--- src/rtl/trig_sequencer.sv ---
module trig_sequencer #(
  parameter int W = 24,
  parameter int LEVELS = 8
) (
  input  logic                       clk,
  input  logic                       rst_n,
  input  logic                       arm,
  input  logic                       smp_en,
  input  logic [W-1:0]               din,
  input  logic [4*W-1:0]             trig_mask,
  input  logic [4*W-1:0]             trig_val,
  input  logic [2*W-1:0]             cnt_reload,
  input  logic [5:0]                 cnt_dec_sel,
  input  logic [(LEVELS-1)*3-1:0]    adv_sel,
  input  logic [(LEVELS-1)*3-1:0]    rst_sel,
  input  logic [2:0]                 start_sel,
  input  logic [2:0]                 pause_sel,
  output logic                       armed,
  output logic [$clog2(LEVELS)-1:0]  level,
  output logic [W-1:0]               cnt0,
  output logic [W-1:0]               cnt1,
  output logic                       cap_start,
  output logic                       cap_pause,
  output logic                       cap_stop,
  output logic                       cap_reset
);
  localparam int LW = $clog2(LEVELS);
  localparam logic [LW-1:0] PEN = LW'(LEVELS - 2);
  localparam logic [LW-1:0] LAST = LW'(LEVELS - 1);

  logic [3:0]   hit;
  logic [1:0]   dec_ev, tc;
  logic [W-1:0] cnt_q [2];
  logic [7:0]   evs;
  logic [LW-1:0] lvl_i;
  logic [2:0]   sel_a, sel_r;
  logic         live, seq_rst, seq_adv;

  assign live = armed & smp_en & ~arm;

  for (genvar t = 0; t < 4; t++) begin : g_trig
    assign hit[t] = ((din ^ trig_val[t*W +: W]) & trig_mask[t*W +: W]) == '0;
  end

  for (genvar k = 0; k < 2; k++) begin : g_cnt
    logic [2:0] ds;
    assign ds = cnt_dec_sel[k*3 +: 3];
    assign dec_ev[k] = live & (ds[2] ? (ds[1:0] == 2'd0) : hit[ds[1:0]]);
    assign tc[k] = dec_ev[k] & (cnt_q[k] <= W'(1));
    always_ff @(posedge clk) begin
      if (!rst_n) cnt_q[k] <= '0;
      else if (arm || seq_rst || tc[k]) cnt_q[k] <= cnt_reload[k*W +: W];
      else if (dec_ev[k]) cnt_q[k] <= cnt_q[k] - W'(1);
    end
  end

  assign cnt0 = cnt_q[0];
  assign cnt1 = cnt_q[1];
  assign evs = {1'b1, 1'b0, tc, hit};
  assign lvl_i = (level == LAST) ? '0 : level;
  assign sel_a = adv_sel[lvl_i*3 +: 3];
  assign sel_r = rst_sel[lvl_i*3 +: 3];
  assign seq_rst = live & evs[sel_r];
  assign seq_adv = live & ~seq_rst & evs[sel_a];

  always_ff @(posedge clk) begin
    if (!rst_n) begin
      armed <= 1'b0;
      level <= '0;
      cap_start <= 1'b0;
      cap_pause <= 1'b0;
      cap_stop <= 1'b0;
      cap_reset <= 1'b0;
    end else begin
      cap_start <= 1'b0;
      cap_stop <= 1'b0;
      cap_reset <= 1'b0;
      if (arm) begin
        armed <= 1'b1;
        level <= '0;
        cap_pause <= 1'b0;
      end else if (live) begin
        cap_start <= evs[start_sel];
        cap_pause <= evs[pause_sel];
        if (seq_rst) begin
          level <= '0;
          cap_reset <= 1'b1;
        end else if (seq_adv) begin
          level <= level + LW'(1);
          if (level == PEN) begin
            cap_stop <= 1'b1;
            armed <= 1'b0;
          end
        end
      end
    end
  end
endmodule

--- config.mk ---
export PLATFORM = sky130hd
export DESIGN_NAME = trig_sequencer
export DESIGN_NICKNAME = d
export VERILOG_FILES = /design/src/rtl/trig_sequencer.sv
export SDC_FILE = /design/constraint.sdc
export NUM_CORES = 1
export LEC_CHECK = 0
export ABC_AREA = 1
export ABC_CLOCK_PERIOD_IN_PS = 4500
export BUFFER_PORTS_ARGS = -buffer_cell sky130_fd_sc_hd__clkbuf_2
export CAP_MARGIN = 10
export CELL_PAD_IN_SITES_DETAIL_PLACEMENT = 2
export CELL_PAD_IN_SITES_GLOBAL_PLACEMENT = 2
export CORE_MARGIN = 8
export CORE_UTILIZATION = 22
export CTS_BUF_LIST = sky130_fd_sc_hd__clkbuf_4
export DETAILED_ROUTE_END_ITERATION = 10
export PLACE_DENSITY_LB_ADDON = 0.1
export SYNTH_ARGS = -nofsm -noshare
export SYNTH_HDL_FRONTEND = slang
export SYNTH_SLANG_ARGS = --single-unit
--- constraint.sdc ---
create_clock -name clk -period 4.5 [get_ports clk]
set_input_delay 0.9 -clock clk [delete_from_list [all_inputs] [get_ports clk]]
set_output_delay 0.9 -clock clk [all_outputs]
set_load 0.02 [all_outputs]
== After elaboration in Yosys (flattened, before gate mapping) ==
Memories as Yosys holds them, arrays and structs flattened.
Cells that the tools add are included.
Word-level totals
  register bits after elaboration: 8
  bits in writable memories: 48
  output and inout port bits: 56
  word-level logic and storage cells: 111
  memories: 1
Memories
  cnt_q: words 2, bits a word 24, read ports 2, clocked after Yosys merged registers in 0, write ports 2, RTL line 33  | logic [W-1:0] cnt_q [2];
Operators by class
  add/subtract/negate cells: 3
  multiply operators: 1
  $lt $le $gt $ge: 8
  equal/unequal tests: 3
  shifts and indexed selects: 2
  mux-type cells: 43
  bitwise logic cells: 26
  reduce and logical (&&, ||, !) cells: 18
Operator list (number)
  $and A24 B24 Y24: 4
  $logic_not A24 Y1: 4
  $mux W24: 4
  $xor A24 B24 Y24: 4
  $le A24 B1 Y1 const B: 2
  $sub A24 B1 Y24 const B: 2
  $shiftx A21 B6 Y3: 2
  $mux W1: 30
  $lt A3 B4 Y1 const B: 4
  $bmux W1 S3: 4
  $and A1 B1 Y1: 9
  $mux W3: 3
  $reduce_bool A2 Y1: 4
  $eq A3 B3 Y1 const B: 2
  $lt A2 B3 Y1 const B: 2
  $mul A3 B2 Y5 const B: 1
  $not A1 Y1: 5
  $reduce_or A5 Y1: 1
  $bmux W1 S2: 2
  $logic_not A2 Y1: 2
  $or A1 B1 Y1: 4
  $reduce_and A4 Y1: 1
  $add A3 B1 Y3 const B: 1
  $logic_or A1 B1 Y1: 3
  other kinds (4): 4

== Depth between registers and ports, before layout ==
Gate-level depths: netlist of run 1.
  word-level depth: 18
  mapped depth: 22

== Worst setup path before layout of run 1 ==
No wires, ideal clock.
  path type: input port to flip-flop
  from: in trig_val[14]
  to: mem cnt_q[1][0] (enable)
  library setup time: 0.381 ns
  arrival time: 3.037 ns
  path slack: 1.082 ns
  stages on the path: 21
  buffers on the path: 1
  path through: or2_1 -> nand3_1 -> nand2_1 -> nor2_1 -> nand2_1 -> nor2_1 -> nand2_1 -> nand2_1 -> nand2_1 -> inv_1 -> nand2_1 -> nand2_2 -> nand3_2 -> a21oi_2 -> nand2_1 -> nand2_2 -> nand2_4 -> nand3_2 -> nand2_4 -> buf_6 -> nand2_1
RTL lines
  start, declared: RTL line 11  | input logic [4*W-1:0] trig_val,
  end, declared: RTL line 33

==> results of run 1 <==
layer usage:
metal	routed length, um	GRT usage	up-vias
li1	-	-	4211
met1	13600	0.207	3944
met2	16300	0.325	236
met3	2580	0.0602	38
met4	518	0.0379	12
met5	74	0	-
per-stage QoR:
stage,hold slack (ps),power (uW)
CTS,574,1550
finish,579,1510
global placement,546,1270
detailed placement,548,1290
floorplan,587,983
global route,608,1630
critical path: cells and delay by family (launching register included):
kind	cells	cell delay [ps]
DFF	1	340
adders and majority gates	2	440
buffers and inverters	3	490
AOI/OAI and AO/OA	4	680
and+or+nand+nor	7	1610
worst max-delay path by stage:
stage | cells after the start | slack, ps | endpoint
final | 16 | 770 | cnt_q[0][21]
after global routing | 18 | 390 | cnt_q[0][21]
after CTS | 16 | 680 | cnt_q[0][21]
after detailed placement | 22 | 560 | cnt_q[1][7]
after global placement | 22 | 630 | cnt_q[1][8]
after floorplan | 21 | 1080 | cnt_q[1][0]
kinds of logic after synthesis:
family,share of synthesized area
AND/OR/NAND/NOR,0.452
buffers and inverters,0.117
AO/OA/AOI/OAI,0.113
flip-flops,0.248
XOR/XNOR,0.0542
adder cells (fa/ha/maj),0.0155
final cells by class:
cell class | instances | area (um2)
fill | 3669 | 20000
multi-input combinational | 819 | 4110
timing repair buffer | 387 | 1960
sequential | 56 | 1600
inverter | 159 | 597
tap | 384 | 480
clock buffer | 6 | 45.0
clock inverter | 2 | 12.5
antenna | 5 | 12.5
cells in the mapped netlist, drive strengths merged, types with 2 or more instances:
master and number:
a21boi 2, a21oi 35, a22oi 3, a31oi 3, buf 17, clkbuf 6
dfxtp 8, edfxtp 48, ha 8, inv 159, nand2 306, nand3 150
nand4 38, nor2 118, nor3 10, nor4 12, o2111ai 2, o211ai 2
o21ai 58, o221ai 4, o22ai 2, or2 18, xnor2 9, xor2 31
cells in the final DEF, fill, tap and decap left out, types with 4 or more instances in the layout:
master and n:
sky130_fd_sc_hd__clkbuf_2 377, sky130_fd_sc_hd__nand2_1 300, sky130_fd_sc_hd__inv_1 159, sky130_fd_sc_hd__nand3_1 145, sky130_fd_sc_hd__nor2_1 112, sky130_fd_sc_hd__edfxtp_1 48
sky130_fd_sc_hd__o21ai_0 43, sky130_fd_sc_hd__nand4_1 38, sky130_fd_sc_hd__xor2_1 31, sky130_fd_sc_hd__a21oi_2 20, sky130_fd_sc_hd__o21ai_1 15, sky130_fd_sc_hd__a21oi_1 15
sky130_fd_sc_hd__or2_1 12, sky130_fd_sc_hd__nor4_1 11, sky130_fd_sc_hd__nor3_1 10, sky130_fd_sc_hd__buf_4 10, sky130_fd_sc_hd__xnor2_1 9, sky130_fd_sc_hd__ha_1 8
sky130_fd_sc_hd__dfxtp_1 8, sky130_fd_sc_hd__nor2_2 6, sky130_fd_sc_hd__clkbuf_4 6, sky130_fd_sc_hd__diode_2 5, sky130_fd_sc_hd__or2_0 5, sky130_fd_sc_hd__o221ai_1 4
report_power, final:
group          total [uW]  internal (uW)  switching [uW]
combinational         613            250             362
sequential            654            605            48.9
clock                 248           67.6             180
total                1510            923             592
flip-flops by register name (all words and copies together) (netlist names):
signal	cells
cap_stop	1
cap_start	1
cap_reset	1
cnt_q	48
cap_pause	1
level	3
armed	1
==> run summary, run 1 <==
• Crit. Startpoint: level[0]
• CP max-delay cell: sky130_fd_sc_hd__nand3_2
• Setup crit end kind: flop
• RSZ-0062 raised after global routing: no
• outcome: finished clean
• antenna violations before repair: 10
• CTS Sinks: 56
• Resize count post-CTS: 0
• final worst clock skew: 24.4 ps
• critical path class: reg -> reg
• Final min period: 3730 ps
• Most used DFF post-synth: sky130_fd_sc_hd__edfxtp_1
• cell area after technology mapping: 6460 um2
• HP Class: reg -> reg
• mean number of vias per cell: 4.64
• pre-CTS worst setup slack: 559 ps
• Post-CTS Repair Setup Buffers: 0
• Synth cell types: 47
• clock-pin slew reported for the worst setup and hold paths after clock tree synthesis: 180 ps
• register bit total from synthesis: 56
• maximum number of pins on one net before global-route repair: 34
• library cell used as clock root buffer: sky130_fd_sc_hd__clkbuf_4
• count of flip-flops with a built-in enable after synthesis: 48
• Hold Violations, Final: 0
• number of port buffers: 377
• pins over their slew limit: 0
• reported leakage power: 0.00479 uW
• Final Util: 0.306
• GRT Util Overall: 0.182
• top cells by area, synth: sky130_fd_sc_hd__edfxtp_1 22%, sky130_fd_sc_hd__nand2_1 17%, sky130_fd_sc_hd__nand3_1 11%, sky130_fd_sc_hd__inv_1 9.2%, sky130_fd_sc_hd__nor2_1 6.6%
• Clk Latency, worst-skew pair: 400 ps
• final std cells w/o fill: 1818
• source of the worst hold timing path: cap_pause
• worst reg2reg path depth: 16
• Core Rows: 62
• routability cong.: 0.795
• Period Utilization, post-route: 0.829
• Inserted Clock Buffers: 5
• maximum vdd ir drop: 88.6 uV
• tightest slew margin relative to the limit: 0.543
• antenna violation net count after detailed routing: 0
• max-cap violation count: 0
• timing-limited maximum frequency: 0.268 GHz
• area of the core: 28800 um2
• final number of setup-violating endpoints: 0
• Post-Synthesis Mean Instance Area: 6.11 um2
• Total Die Area: 35100 um2
• effective utilization at floorplan: 0.224
• DPL Wire Length: 29.2 mm
• Die Width: 187 um
• global-route wire length before repair: 51.5 mm
• pwr/cell area: 172 nW/um2
• post-synthesis instance total: 1057
• Synthesis Warnings: 0
• endpoint of the worst hold-timing path: cap_pause
• number of design-rule violations left by the first detailed-router iteration: 239
• layout overhead on the synthesized area: 36.5%
• final-layout setup total negative slack: 0 ps
• Cells after DPL: 1805
• Reg2Reg Launch Point: level[0]
• critical path required time: 4740 ps
• cell area after placement: 8750 um2
• share of layout cells above drive strength 1: 0.305
• crit path setup slack, layout: 768 ps
• post-synthesis async set-or-reset flop share: 0
• net count after synthesis: 1387
• capture point of the worst reg-to-reg path: cnt_q[0][21]
• biggest cell delay along the critical path: 500 ps
• CTS H-tree lvls: 2
• total gr overflow: 0
• share of the synthesized area in the top cell type: 0.223
• number of nets at the end of the flow: 1758
• y dimension of the die: 187 um
• number of placed I/O pins: 378
• Post-Route WL: 33.1 mm
• via count of the first global-routing pass: 9401
• WP data arrival: 3970 ps
• cell taking the most area after synthesis: sky130_fd_sc_hd__edfxtp_1
• Hold Path Stages: 2
• post-route DRC violation count: 0
• sequence of cells on the critical path: buf_4, ha_1, ha_1, nor2_2, inv_1, o21ai_0, o22ai_1, inv_1, o21ai_1, nor2_1, nand2_1, nand4_1, nand2_2, nand2_4, nand3_2, o21ai_0
• Routed wire per std cell: 18.2 um
• transition time at the pin with the least slew margin: 680 ps
• TritonCTS clock tree: built
• sequential fraction of the synthesis area: 0.248
• startpoint type of the worst setup path: flop
• number of iterations in the first detailed-routing pass: 4
• reg2reg setup slack: 770 ps
• via count: 8441
• number of buffers inserted for hold repair after clock tree synthesis: 0
• finished layout cell area: 8820 um2
• Longest Clk Path Bufs: 2
• biggest fanout along the worst timing path: 33
Power figures use the tool's default switching activity.
==> run 2: changes to the inputs <==
--- a/config.mk
+++ b/config.mk
@@ -5,14 +5,14 @@
 export SDC_FILE = /design/constraint.sdc
 export NUM_CORES = 1
 export LEC_CHECK = 0
-export ABC_AREA = 1
-export ABC_CLOCK_PERIOD_IN_PS = 4500
+export ABC_AREA = 0
+export ABC_CLOCK_PERIOD_IN_PS = 3640
 export BUFFER_PORTS_ARGS = -buffer_cell sky130_fd_sc_hd__clkbuf_2
 export CAP_MARGIN = 10
 export CELL_PAD_IN_SITES_DETAIL_PLACEMENT = 2
 export CELL_PAD_IN_SITES_GLOBAL_PLACEMENT = 2
 export CORE_MARGIN = 8
-export CORE_UTILIZATION = 22
+export CORE_UTILIZATION = 23
 export CTS_BUF_LIST = sky130_fd_sc_hd__clkbuf_4
 export DETAILED_ROUTE_END_ITERATION = 10
 export PLACE_DENSITY_LB_ADDON = 0.1
==> constraint.sdc (replaced) <==
create_clock -name clk -period 3.64 [get_ports clk]
set_input_delay 0.728 -clock clk [delete_from_list [all_inputs] [get_ports clk]]
set_output_delay 0.728 -clock clk [all_outputs]
set_load 0.02 [all_outputs]
==> run summary, run 2 <==
• outcome: finished clean
• Synthesis Warnings: 0
• GRT Util Overall: 0.205
• TritonCTS clock tree: built
• post-synthesis async set-or-reset flop share: 0
• Period Utilization, post-route: 0.918
• most frequent standard cell in the layout excluding fill and tap cells: sky130_fd_sc_hd__clkbuf_2
• Clk Latency, worst-skew pair: 400 ps
• Top reg by flops: cnt_q
• Hold Violations, Final: 0
• Final min period: 3340 ps
• hold slack final: 577 ps
• Setup crit end kind: flop
• leading cell types in the layout, fill and taps excluded: 377 x sky130_fd_sc_hd__clkbuf_2, 119 x sky130_fd_sc_hd__xor2_1, 48 x sky130_fd_sc_hd__a22oi_1, 48 x sky130_fd_sc_hd__edfxtp_1, 46 x sky130_fd_sc_hd__nand2_1
• maximum number of pins on one net before global-route repair: 25
• pwr/cell area: 236 nW/um2
• switching pwr: 663 uW
• RSZ-0062 raised after global routing: yes
• biggest cell delay along the critical path: 610 ps
• multi-input logic area: 3850 um2
• register bit total from synthesis: 56
• startpoint type of the worst setup path: flop
• number of iterations in the first detailed-routing pass: 4
• via count of the first global-routing pass: 7366
• Fillers: 2850
• Cells after DPL: 1311
• max-cap violation count: 0
• max reg flops: 48
• Inserted Clock Buffers: 5
• reported leakage power: 0.00390 uW
• biggest fanout along the worst timing path: 24
• final worst clock skew: 15.4 ps
• power share of the combinational group: 0.375
• routability cong.: 0.869
• CTS H-tree lvls: 2
• share of layout cells above drive strength 1: 0.460
• number of design-rule violations left by the first detailed-router iteration: 240
• cell area after technology mapping: 5590 um2
• cell with the most instances after synthesis: sky130_fd_sc_hd__xor2_1
• sequence of cells on the critical path: or4_1, nor4_1, nand4_1, or2_1, clkinv_1, o211ai_4, nor3b_4, a21boi_0, o21ai_4, buf_12
• Die Width: 172 um
• most frequent cells after synthesis: 119 x sky130_fd_sc_hd__xor2_1, 48 x sky130_fd_sc_hd__a22oi_1, 48 x sky130_fd_sc_hd__edfxtp_1
• total chip power: 1960 uW
• relative contribution of sequential cells to total power: 0.408
• CP max-delay cell: sky130_fd_sc_hd__or4_1
• mean number of vias per cell: 4.87
• post-synthesis instance total: 586
• antenna violations before repair: 3
• WP data arrival: 3460 ps
• top cells by area, synth: sky130_fd_sc_hd__edfxtp_1 26%, sky130_fd_sc_hd__xor2_1 19%, sky130_fd_sc_hd__a22oi_1 6.4%, sky130_fd_sc_hd__o2bb2ai_1 3.9%, sky130_fd_sc_hd__nand2_1 3.1%
• critical path required time: 3760 ps
• area taken by flip-flops and latches: 1600 um2
• timing-limited maximum frequency: 0.299 GHz
• Most used DFF post-synth: sky130_fd_sc_hd__edfxtp_1
• switching power share of the total: 0.338
• maximum vdd ir drop: 135 uV
• HP Class: reg -> reg
• number of buffers inserted for hold repair after clock tree synthesis: 0
• final std cells w/o fill: 1321
• layout overhead on the synthesized area: 48.3%
• Routed wire per std cell: 23.5 um
• clock-pin slew reported for the worst setup and hold paths after clock tree synthesis: 170 ps
• share of the synthesized area in the top cell type: 0.258
• global-route wire length before repair: 45.2 mm
• y dimension of the die: 172 um
• cell taking the most area after synthesis: sky130_fd_sc_hd__edfxtp_1
• total gr overflow: 0
• Post-Synthesis Mean Instance Area: 9.54 um2
• via count: 6433
• area of the core: 24100 um2
• Longest Clk Path Bufs: 2
• number of port buffers: 377
• number of placed I/O pins: 378
• post-route DRC violation count: 0
• number of nets at the end of the flow: 1325
• transition time at the pin with the least slew margin: 590 ps
• Post-Route WL: 31.1 mm
• DPL Wire Length: 27.6 mm
• Synth cell types: 69
• Final Util: 0.344
• final number of setup-violating endpoints: 0
• Core Rows: 57
• Total Die Area: 29600 um2
• CTS Sinks: 56
• effective utilization at floorplan: 0.232
• antenna violation net count after detailed routing: 0
• count of flip-flops with a built-in enable after synthesis: 48
• net count after synthesis: 916
• largest registers: cnt_q (48), level (3)
• Internal Pwr Total: 1300 uW
• library cell used as clock root buffer: sky130_fd_sc_hd__clkbuf_4
• tightest slew margin relative to the limit: 0.602
• pins over their slew limit: 0
• Clk network pwr share: 0.218
• critical path class: reg -> reg
• sequential fraction of the synthesis area: 0.286
==> run 2: layout make-up <==
class,count,area share
sequential,56,0.193
timing repair buffer,420,0.275
multi-input combinational,499,0.464
clock inverter,2,0.00724
antenna,2,0.000603
inverter,13,0.00588
tap,324,0.0489
clock buffer,5,0.00452
==> run 2: metrics by stage <==
step                cell area (um2)  setup WS (ps)  setup TNS, ps
floorplan                      5610            185              0
global placement               8180           71.1              0
detailed placement             8180          -13.5           -287
CTS                            8280            200              0
global route                   8290          -4.07          -4.07
finish                         8300            297              0
==> run 2: logic make-up after synthesis <==
kind of cell	after synthesis	share of synthesized area
xor+xnor	136	0.213
mux	26	0.0626
flops	56	0.286
fa+ha+maj	8	0.0179
buf+inv	31	0.0289
simple gates	187	0.188
compound gates	142	0.203
==> run 2: layer usage <==
metal / up-vias / track usage / part of all wire
li1: 3059 / - / -
met1: 3106 / 0.228 / 0.39
met2: 233 / 0.375 / 0.50
met3: 31 / 0.0728 / 0.086
met4: 4 / 0.0382 / 0.016
met5: - / 0 / 0.00087
==> run 2: path summary, 6_finish.rpt <==
kind	to	cells past startpoint	slack (ps)	startpoint
max reg2reg	cnt_q[1][16]	10	300	cnt_q[0][18]
min	cap_pause	2	580	cap_pause
max	cnt_q[1][16]	10	300	cnt_q[0][18]
min reg2reg	cap_pause	2	580	cap_pause
==> run 2: what timing repair did <==
item                                    in CTS  in global routing
setup buffers                                0                  1
resized for setup                            0                  3
endpoints found under the setup margin       0                 35
==> run 2: worst max-delay path: cells and delay by family (launching register included) <==
family                 cells  cell delay (ps)
AND/OR/NAND/NOR            5             1850
flip-flops                 1              470
AO/OA/AOI/OAI              3              440
buffers and inverters      2              300
==> run 2: power by group through the flow <==
stage / clock [uW] / sequential [uW] / combinational, uW
2_1_floorplan: 0 / 851 / 302
3_3_place_gp: 0 / 814 / 732
3_5_place_dp: 0 / 815 / 741
4_1_cts: 451 / 800 / 745
5_1_grt: 472 / 808 / 803
6_report: 426 / 799 / 734
==> run 3: changes to the inputs <==
--- a/config.mk
+++ b/config.mk
@@ -13,7 +13,6 @@
 export CELL_PAD_IN_SITES_GLOBAL_PLACEMENT = 2
 export CORE_MARGIN = 8
 export CORE_UTILIZATION = 23
-export CTS_BUF_LIST = sky130_fd_sc_hd__clkbuf_4
 export DETAILED_ROUTE_END_ITERATION = 10
 export PLACE_DENSITY_LB_ADDON = 0.1
 export SYNTH_ARGS = -nofsm -noshare
==> run summary, run 3 (synthesis results as in run 2) <==
• most frequent standard cell in the layout excluding fill and tap cells: sky130_fd_sc_hd__clkbuf_2
• biggest cell delay along the critical path: 610 ps
• cell family with most CP delay: simple AND/OR/NAND/NOR gates
• CTS H-tree lvls: 2
• final number of setup-violating endpoints: 0
• Routed wire per std cell: 23.5 um
• cell area after placement: 8180 um2
• Final min period: 3380 ps
• sequence of cells on the critical path: or4_1, nor4_1, nand4_1, or2_1, clkinv_1, o211ai_4, nor3b_4, a21boi_0, o21ai_4, buf_12
• global-route wire length before repair: 45.3 mm
• number of design-rule violations left by the first detailed-router iteration: 222
• share of layout cells above drive strength 1: 0.460
• pins over their slew limit: 0
• pre-CTS worst setup slack: -13.5 ps
• y dimension of the die: 172 um
• total gr overflow: 0
• GRT Util Overall: 0.206
• TritonCTS clock tree: built
• layout overhead on the synthesized area: 49.8%
• leading cell types in the layout, fill and taps excluded: 377 x sky130_fd_sc_hd__clkbuf_2, 119 x sky130_fd_sc_hd__xor2_1, 48 x sky130_fd_sc_hd__a22oi_1, 48 x sky130_fd_sc_hd__edfxtp_1, 46 x sky130_fd_sc_hd__nand2_1
• CP max-delay cell: sky130_fd_sc_hd__or4_1
• Period Utilization, post-route: 0.930
• effective utilization at floorplan: 0.232
• Total Die Area: 29600 um2
• Post-Route WL: 31.1 mm
• final worst clock skew: 11.4 ps
• finished layout cell area: 8380 um2
• transition time at the pin with the least slew margin: 590 ps
• timing-limited maximum frequency: 0.296 GHz
• count of buffering cells on the critical path with inverters included: 2
• reported leakage power: 0.00394 uW
• max reg flops: 48
• outcome: finished clean
• Longest Clk Path Bufs: 2
• area of the core: 24100 um2
• worst reg2reg path depth: 10
• multi-input logic area: 3850 um2
• number of placed I/O pins: 378
• HP Class: reg -> reg
• post-route DRC violation count: 0
• maximum number of pins on one net before global-route repair: 25
• area taken by flip-flops and latches: 1600 um2
• Inserted Clock Buffers: 5
• library cell used as clock root buffer: sky130_fd_sc_hd__clkbuf_16
• Clk Latency, worst-skew pair: 300 ps
• via count: 6440
• CTS Sinks: 56
• startpoint type of the worst setup path: flop
• critical path class: reg -> reg
• Fillers: 2843
• number of iterations in the first detailed-routing pass: 4
• clock-pin slew reported for the worst setup and hold paths after clock tree synthesis: 80 ps
• total chip power: 2160 uW
• critical path depth: 10
• via count of the first global-routing pass: 7383
• DPL Wire Length: 27.6 mm
• Core Rows: 57
• pwr/cell area: 258 nW/um2
• maximum vdd ir drop: 169 uV
• tightest slew margin relative to the limit: 0.603
• max-cap violation count: 0
• Hold Violations, Final: 0
• critical path required time: 3640 ps
• hold slack final: 567 ps
• crit path setup slack, layout: 256 ps
• RSZ-0062 raised after global routing: no
• number of nets at the end of the flow: 1325
• number of buffers inserted for hold repair after clock tree synthesis: 0
• antenna violation net count after detailed routing: 0
• mean number of vias per cell: 4.88
• Top reg by flops: cnt_q
• Setup crit end kind: flop
• Die Width: 172 um
• Hold Path Stages: 2
• WP data arrival: 3390 ps
• largest registers: cnt_q (48), level (3)
• routability cong.: 0.869
• antenna violations before repair: 3
• biggest fanout along the worst timing path: 24
• number of port buffers: 377
run 3: changes by cell type in the layout (fill, tap and decap cells not counted), sizes merged:
cell / change
diode: -1
run 3: worst paths after layout:
path	startpoint	end	slack, ps
max	cnt_q[0][18]	cnt_q[1][16]	260
min	cap_pause	cap_pause	570
max reg2reg	cnt_q[0][18]	cnt_q[1][16]	260
min reg2reg	cap_pause	cap_pause	570
run 3: what timing repair did:
action | in CTS | in global routing
endpoints found under the setup margin | 0 | 34
endpoints found under the hold margin | 0 | 0
buffers inserted | 0 | 1
resized for setup | 0 | 3
run 3: per-layer routing:
layer,GRT usage,part of all wire,up-vias
met3,0.0728,0.084,32
met1,0.228,0.39,3117
met5,0,0.00087,-
li1,-,-,3060
met2,0.375,0.50,227
met4,0.0394,0.016,4
run 3: final cells by class:
cell class | instances | share of cell area
Multi-Input combinational cell | 499 | 0.460
Antenna cell | 1 | 0.000299
Tap cell | 324 | 0.0484
Sequential cell | 56 | 0.191
Clock inverter | 2 | 0.00717
Clock buffer | 5 | 0.0149
Timing Repair Buffer | 420 | 0.273
Inverter | 13 | 0.00582
run 3: worst reg2reg max path: stages (launching register included):
cell,delay [ps]
sky130_fd_sc_hd__edfxtp_1,440
sky130_fd_sc_hd__or4_1,610
sky130_fd_sc_hd__nor4_1,430
sky130_fd_sc_hd__nand4_1,350
sky130_fd_sc_hd__or2_1,330
sky130_fd_sc_hd__clkinv_1,100
sky130_fd_sc_hd__o211ai_4,90
sky130_fd_sc_hd__nor3b_4,180
sky130_fd_sc_hd__a21boi_0,170
sky130_fd_sc_hd__o21ai_4,190
sky130_fd_sc_hd__buf_12,200
run 3: power breakdown:
group | internal [uW] | leakage [uW] | switching [uW]
registers | 744 | 0.000594 | 54.9
logic | 342 | 0.00326 | 392
clock network | 391 | 0.0000899 | 241
total | 1480 | 0.00394 | 688
run 3: per-stage QoR:
stage	instances	TNS (ps)	util
3_5_place_dp	1311	-287	0.339
4_1_cts	1318	0	0.347
6_report	1320	0	0.348
3_3_place_gp	1311	0	0.339
2_1_floorplan	586	0	-
5_1_grt	1320	0	0.348
